## config.mk

```make
export PLATFORM = sky130hd
export DESIGN_NAME = unicnt_top
export DESIGN_NICKNAME = d
export VERILOG_FILES = /design/src/rtl/unicnt_pkg.sv /design/src/rtl/unicnt_insync.sv /design/src/rtl/unicnt_gate.sv /design/src/rtl/unicnt_accum.sv /design/src/rtl/unicnt_top.sv
export SDC_FILE = /design/constraint.sdc
export NUM_CORES = 1
export LEC_CHECK = 0
export ABC_AREA = 1
export BUFFER_PORTS_ARGS = -buffer_cell sky130_fd_sc_hd__buf_2
export CAP_MARGIN = 15
export CORE_UTILIZATION = 31
export CTS_CLUSTER_DIAMETER = 60
export DETAILED_ROUTE_END_ITERATION = 16
export HOLD_SLACK_MARGIN = 0.12
export SYNTH_ARGS = -nofsm -noshare
export SYNTH_HDL_FRONTEND = slang
export SYNTH_SLANG_ARGS = --single-unit
```

## constraint.sdc

```tcl
create_clock -name clk -period 2.4 [get_ports clk]
set_clock_uncertainty 0.2 [all_clocks]
set_input_delay 0.36 -clock clk [delete_from_list [all_inputs] [get_ports clk]]
set_output_delay 0.36 -clock clk [all_outputs]
set_load 0.03 [all_outputs]
```

## src/rtl/unicnt_pkg.sv

```systemverilog
package unicnt_pkg;

  typedef enum logic [1:0] {
    MODE_FREQ_HB = 2'b00,
    MODE_FREQ_LB = 2'b01,
    MODE_PER_LB  = 2'b10,
    MODE_RSVD    = 2'b11
  } meas_mode_e;

  localparam int unsigned MAX_GATE_MS = 16;
  localparam int unsigned MS_W        = $clog2(MAX_GATE_MS) + 1;

  // gate code -> window length in milliseconds
  function automatic int unsigned gate_ms(input logic [1:0] code);
    case (code)
      2'b00:   gate_ms = 1;
      2'b01:   gate_ms = 4;
      2'b10:   gate_ms = 8;
      default: gate_ms = 16;
    endcase
  endfunction

endpackage

```

## src/rtl/unicnt_insync.sv

```systemverilog
module unicnt_insync #(
  parameter int NPIN = 2
) (
  input  logic            clk,
  input  logic            rst_n,
  input  logic [NPIN-1:0] pin_i,
  output logic [NPIN-1:0] lvl_o,
  output logic [NPIN-1:0] rise_o
);

  for (genvar g = 0; g < NPIN; g++) begin : g_pin
    logic s1_q, s2_q, prev_q;

    always_ff @(posedge clk or negedge rst_n) begin
      if (!rst_n) begin
        s1_q   <= 1'b0;
        s2_q   <= 1'b0;
        prev_q <= 1'b0;
      end else begin
        s1_q   <= pin_i[g];
        s2_q   <= s1_q;
        prev_q <= s2_q;
      end
    end

    assign lvl_o[g]  = s2_q;
    assign rise_o[g] = s2_q & ~prev_q;
  end

endmodule

```

## src/rtl/unicnt_gate.sv

```systemverilog
module unicnt_gate
  import unicnt_pkg::*;
#(
  parameter int TICKS_PER_MS = 1000
) (
  input  logic       clk,
  input  logic       rst_n,
  input  logic       clr_i,
  input  logic       run_i,
  input  logic [1:0] gate_code_i,
  output logic       last_o
);

  localparam int PRE_W = (TICKS_PER_MS > 1) ? $clog2(TICKS_PER_MS) : 1;
  localparam logic [PRE_W-1:0] PRE_LAST = PRE_W'(TICKS_PER_MS - 1);

  logic [PRE_W-1:0] pre_q, pre_n;
  logic [MS_W-1:0]  ms_q,  ms_n;
  logic             pre_wrap;
  logic [MS_W-1:0]  ms_last;

  assign pre_wrap = (pre_q == PRE_LAST);
  assign ms_last  = MS_W'(gate_ms(gate_code_i) - 1);
  assign last_o   = run_i && pre_wrap && (ms_q == ms_last);

  always_comb begin
    pre_n = pre_q;
    ms_n  = ms_q;
    if (clr_i) begin
      pre_n = '0;
      ms_n  = '0;
    end else if (run_i) begin
      if (pre_wrap) begin
        pre_n = '0;
        ms_n  = ms_q + 1'b1;
      end else begin
        pre_n = pre_q + 1'b1;
      end
    end
  end

  always_ff @(posedge clk or negedge rst_n) begin
    if (!rst_n) begin
      pre_q <= '0;
      ms_q  <= '0;
    end else begin
      pre_q <= pre_n;
      ms_q  <= ms_n;
    end
  end

endmodule

```

## src/rtl/unicnt_accum.sv

```systemverilog
module unicnt_accum #(
  parameter int CNT_W = 20
) (
  input  logic             clk,
  input  logic             rst_n,
  input  logic             clr_i,
  input  logic             en_i,
  input  logic             period_i,
  input  logic             edge_i,
  output logic [CNT_W-1:0] count_o
);

  localparam logic [CNT_W-1:0] CNT_MAX = '1;

  logic [CNT_W-1:0] count_q, count_n;
  logic [CNT_W-1:0] acc_q, acc_n;
  logic             arm_q, arm_n;

  function automatic logic [CNT_W-1:0] sat_inc(input logic [CNT_W-1:0] v);
    sat_inc = (v == CNT_MAX) ? v : v + 1'b1;
  endfunction

  always_comb begin
    count_n = count_q;
    acc_n   = acc_q;
    arm_n   = arm_q;
    if (clr_i) begin
      count_n = '0;
      acc_n   = '0;
      arm_n   = 1'b0;
    end else if (en_i) begin
      if (period_i) begin
        if (arm_q) begin
          acc_n = sat_inc(acc_q);
          if (edge_i) count_n = acc_n;
        end else if (edge_i) begin
          arm_n = 1'b1;
          acc_n = '0;
        end
      end else if (edge_i) begin
        count_n = sat_inc(count_q);
      end
    end
  end

  always_ff @(posedge clk or negedge rst_n) begin
    if (!rst_n) begin
      count_q <= '0;
      acc_q   <= '0;
      arm_q   <= 1'b0;
    end else begin
      count_q <= count_n;
      acc_q   <= acc_n;
      arm_q   <= arm_n;
    end
  end

  assign count_o = count_q;

endmodule

```

## src/rtl/unicnt_top.sv

```systemverilog
module unicnt_top
  import unicnt_pkg::*;
#(
  parameter int TICKS_PER_MS = 1000,
  parameter int CNT_W        = 20
) (
  input  logic             clk,
  input  logic             rst_n,
  input  logic             hb_in,
  input  logic             lb_in,
  input  logic             clk_stop,
  input  logic             mode_we,
  input  logic [1:0]       mode_wd,
  input  logic             gate_we,
  input  logic [1:0]       gate_wd,
  input  logic             gpsel_we,
  input  logic [1:0]       gpsel_wd,
  input  logic             start,
  output logic             done,
  output logic [CNT_W-1:0] count,
  output logic [1:0]       gp_bits
);

  localparam int NPIN = 2;

  // reset: asserted asynchronously, released on the clock
  logic [1:0] rst_pipe_q;
  logic       rst_n_i;

  always_ff @(posedge clk or negedge rst_n) begin
    if (!rst_n) rst_pipe_q <= 2'b00;
    else        rst_pipe_q <= {rst_pipe_q[0], 1'b1};
  end
  assign rst_n_i = rst_pipe_q[1];

  // configuration and control state
  meas_mode_e mode_q,  mode_n;
  logic [1:0] gate_q,  gate_n;
  logic       gate_ok_q, gate_ok_n;
  logic [1:0] gpsel_q, gpsel_n;
  logic       busy_q,  busy_n;
  logic       done_q,  done_n;

  logic            accept;
  logic            win_last;
  logic [NPIN-1:0] pin_m, pin_lvl, pin_rise;
  logic            sel_idx;
  logic            sel_rise;

  assign pin_m = {lb_in, hb_in} & {NPIN{~clk_stop}};

  unicnt_insync #(.NPIN(NPIN)) u_sync (
    .clk    (clk),
    .rst_n  (rst_n_i),
    .pin_i  (pin_m),
    .lvl_o  (pin_lvl),
    .rise_o (pin_rise)
  );

  assign sel_idx  = (mode_q != MODE_FREQ_HB);
  assign sel_rise = pin_rise[sel_idx] & ~gpsel_q[sel_idx];
  assign accept   = start && !busy_q && gate_ok_q && (mode_q != MODE_RSVD);

  always_comb begin
    mode_n    = mode_q;
    gate_n    = gate_q;
    gate_ok_n = gate_ok_q;
    gpsel_n   = gpsel_q;
    busy_n    = busy_q;
    done_n    = done_q;
    if (!busy_q) begin
      if (mode_we)  mode_n  = meas_mode_e'(mode_wd);
      if (gpsel_we) gpsel_n = gpsel_wd;
      if (gate_we) begin
        gate_n    = gate_wd;
        gate_ok_n = 1'b1;
      end
    end
    if (accept) begin
      busy_n = 1'b1;
      done_n = 1'b0;
    end else if (win_last) begin
      busy_n = 1'b0;
      done_n = 1'b1;
    end
  end

  always_ff @(posedge clk or negedge rst_n_i) begin
    if (!rst_n_i) begin
      mode_q    <= MODE_FREQ_HB;
      gate_q    <= 2'b00;
      gate_ok_q <= 1'b0;
      gpsel_q   <= 2'b00;
      busy_q    <= 1'b0;
      done_q    <= 1'b0;
    end else begin
      mode_q    <= mode_n;
      gate_q    <= gate_n;
      gate_ok_q <= gate_ok_n;
      gpsel_q   <= gpsel_n;
      busy_q    <= busy_n;
      done_q    <= done_n;
    end
  end

  unicnt_gate #(.TICKS_PER_MS(TICKS_PER_MS)) u_gate (
    .clk         (clk),
    .rst_n       (rst_n_i),
    .clr_i       (accept),
    .run_i       (busy_q),
    .gate_code_i (gate_q),
    .last_o      (win_last)
  );

  unicnt_accum #(.CNT_W(CNT_W)) u_accum (
    .clk      (clk),
    .rst_n    (rst_n_i),
    .clr_i    (accept),
    .en_i     (busy_q),
    .period_i (mode_q == MODE_PER_LB),
    .edge_i   (sel_rise),
    .count_o  (count)
  );

  assign done    = done_q;
  assign gp_bits = pin_lvl & gpsel_q;

endmodule

```

==> results.json <==
{
  "syn_nets": 613,
  "synthSimpleGateAreaFrac_pct": 36.2,
  "status": "completed",
  "rsz0062_at_grt": "false",
  "wl_per_cell_um": 13.1,
  "max_freq_ghz": 0.456,
  "slowest_stage": "nor2_4",
  "final_layout_size_suffix_gt1_share_pct": 14.7,
  "synth.avg_cell_area_um2": 7.32,
  "setup_viol": 0,
  "core_um2": 13500,
  "ys_seq_area_share_pct": 42.0,
  "grt_max_degree": 42,
  "syn_to_final_growth_pct": 18.8,
  "hpwl_um": 7880,
  "postRouteAntennaNets": 0,
  "hold_viol": 0,
  "clock_latency_ns": 0.34,
  "fin_setup_tns_ns": 0,
  "fp.dieW_um": 120,
  "dp_slack_ns": 0.141,
  "synth_compound_area_share_pct": 9.47,
  "grt_overflow_total": 0,
  "place.gp.congestion": 0.945,
  "root_buffer": "clkbuf_16",
  "cp-end-kind": "register",
  "synth-adder-area-share_pct": 1.15,
  "io_pins": 38,
  "drt_iter0_drc": 339,
  "finalPower_w": 0.00557,
  "crit_chain": "ha_1 -> nand2_1 -> nor2_1 -> nand3_2 -> nor2_1 -> nand2_1 -> nand3_2 -> nor2_4 -> nand3_1 -> nand2_1",
  "synth_top_family_by_area": "simple AND/OR/NAND/NOR gates",
  "async_reset_ff_share_pct": 100,
  "fill_cells": 1436,
  "hold_path.class": "register to asynchronous set/reset pin",
  "wirelength_um": 10800,
  "reg2reg_from": "u_accum.count_o[0]$_DFFE_PN0P_",
  "slew_viol_final": 0,
  "synth_top_area_share_pct": 42.0,
  "start_util_pct": 32.3,
  "worstPathRequired_ns": 2.48,
  "crit_type": "register to register",
  "grt_pass1_wl_um": 18500,
  "leakagePower_nw": 2.49,
  "synth_cell_types": 36,
  "io_buffers": 37,
  "relSlewSlack_pct": 51.4,
  "worst_ep_arrival_time_ns": 2.27,
  "die_y_um": 120,
  "h-tree-depth": 3,
  "synth_xor_area_share_pct": 3.63,
  "vias_per_cell": 4.77,
  "drv_cap": 0,
  "rows": 42,
  "dr.pass1.iters": 4,
  "ir_drop_v": 0.000427,
  "fin_crit_sh_pct": 91.5,
  "worstMarginPinSlew_ns": 0.729,
  "die-area_um2": 14500,
  "final_nets": 667,
  "synthMuxAreaShare_pct": 0.518,
  "yosys.area.top_type": "dfrtp_1",
  "ys.flop_type": "dfrtp_1",
  "finalCriticalPeriod_ns": 2.19,
  "crit_top_cell": "nand2_1",
  "grtUsageTotal_pct": 16.3,
  "critPathTopFamily": "simple AND/OR/NAND/NOR gates",
  "netlist_top_cells_area": "dfrtp_1 (42%), nand2_1 (16%), nand3_1 (6.9%)",
  "n_antenna_cell": 0,
  "syn_area_um2": 4350,
  "cp_num_buf_inv": 0,
  "cp_max_fo": 20,
  "utilization_pct": 38.4,
  "start_kind": "register",
  "layout_setup_ws_ns": 0.205,
  "yosysWarnings": 0,
  "vias": 3954,
  "cts_tree": "built",
  "worst_setup_path_startpoint": "u_accum.count_o[0]$_DFFE_PN0P_",
  "max_stage_delay_ns": 0.49,
  "first_global_vias": 3856,
  "cts.reportedPaths.clkPinSlew_ns": 0.06,
  "synthCells": 594,
  "cts.sinks": 73,
  "ys_ff_latch": 73,
  "synth_edf_count": 0,
  "antenna_found_initial": 0,
  "hold_slack_ns": 0.127,
  "p_per_area_nw_per_um2": 1080,
  "route.detailed.drc": 0,
  "cts_buffers": 9,
  "cts_buffer_depth": 2
}
[Yosys cell counts, drive strengths merged (4+ instances only)]
library cell  count
a21o              6
a21oi            24
buf              10
clkbuf            4
dfrtp            73
ha                4
inv              54
nand2           183
nand3            73
nand4             9
nor2             72
nor3              9
o21ai            37
xnor2             6
xor2             12
[registers in the layout, indices dropped and copies added, names as in the netlist]
register             flops
gate_q                   2
mode_q                   2
u_gate.pre_q            10
gate_ok_q                1
u_accum.acc_q           20
u_accum.arm_q            1
busy_q                   1
done                     1
u_sync.g_pin.s2_q        2
u_sync.g_pin.s1_q        2
rst_pipe_q               2
u_sync.g_pin.prev_q      2
gpsel_q                  2
u_gate.ms_q              5
u_accum.count_o         20
[worst paths after layout]
| check | end | slack, ns | depth (start not counted) |
|---|---|---|---|
| max in group asynchronous | u_accum.acc_q[0]$_DFFE_PN0P_ | 1.19 | 1 |
| max reg2reg | u_accum.count_o[19]$_DFFE_PN0P_ | 0.21 | 10 |
| min in group clk | u_sync.g_pin[0].s2_q$_DFF_PN0_ | 0.15 | 0 |
| min reg2reg | u_sync.g_pin[0].s1_q$_DFF_PN0_ | 0.13 | 0 |
| min | u_sync.g_pin[0].s1_q$_DFF_PN0_ | 0.13 | 0 |
| max | u_accum.count_o[19]$_DFFE_PN0P_ | 0.21 | 10 |
[layer usage]
layer	routed length (µm)	part of all wire [%]	track usage, %
met1	5360	49	22.7
met3	466	4.3	2.50
met5	0	0	0
met4	299	2.8	8.41
met2	4710	43	24.3
[through the flow]
| stage | cell area (µm²) | instances |
|---|---|---|
| 6_report | 5160 | 829 |
| 5_1_grt | 5160 | 829 |
| 4_1_cts | 5160 | 829 |
| 3_5_place_dp | 4740 | 801 |
| 3_3_place_gp | 4740 | 801 |
| 2_1_floorplan | 4350 | 594 |
[worst reg2reg max path, delay by kind of cell, from the launching register on]
family | cells | cell delay [ns]
AND/OR/NAND/NOR | 9 | 1.27
flip-flops | 1 | 0.42
adder cells (fa/ha/maj) | 1 | 0.23
[layout by cell type, fill, tap and decap left out, types with 2 or more instances in the layout]
cell type	n
nand2_1	180
dfrtp_1	72
nor2_1	64
nand3_1	59
inv_1	50
buf_2	37
o21ai_0	28
a21oi_1	24
nand3_2	14
xor2_1	12
dlygate4sd3_1	12
nor3_1	9
nand4_1	9
clkbuf_16	9
o21ai_1	8
buf_4	7
xnor2_1	6
a21o_1	6
nor2_2	5
inv_2	4
ha_1	4
nand2_2	3
o22ai_1	3
nand3b_1	3
clkinv_2	3
clkinv_4	2
nor2_4	2
o31ai_1	2
mux2_2	2
[kinds of logic (layout without fill, tap and decap cells)]
kind of cell | count (synthesis) | count (layout)
fa+ha+maj | 4 | 4
compound gates | 75 | 75
xor+xnor | 18 | 18
other cells | 1 | 1
buf+inv | 70 | 129
mux | 2 | 2
flops | 73 | 73
simple gates | 351 | 351
[layout make-up]
class / count / area (µm²) / share of cell area [%]
Clock buffer: 9 / 225 / 4.36
Clock inverter: 7 / 70.1 / 1.36
Inverter: 56 / 215 / 4.17
Multi-Input combinational cell: 451 / 2230 / 43.1
Sequential cell: 73 / 1830 / 35.4
Tap cell: 176 / 220 / 4.27
Timing Repair Buffer: 57 / 378 / 7.32
[power breakdown]
group,internal [W],total [W],switching [W]
registers,0.00156,0.00197,0.000404
logic,0.000778,0.00226,0.00149
clock network,0.000803,0.00134,0.000532
total,0.00315,0.00557,0.00242
[repair_timing]
action / in CTS / in global routing
setup buffers: 0 / 0
setup endpoints to repair: 0 / 10
gates resized for setup: 0 / 1
hold endpoints to repair: 10 / 0
hold buffers: 12 / 0
(Power assumes the default switching activity.)
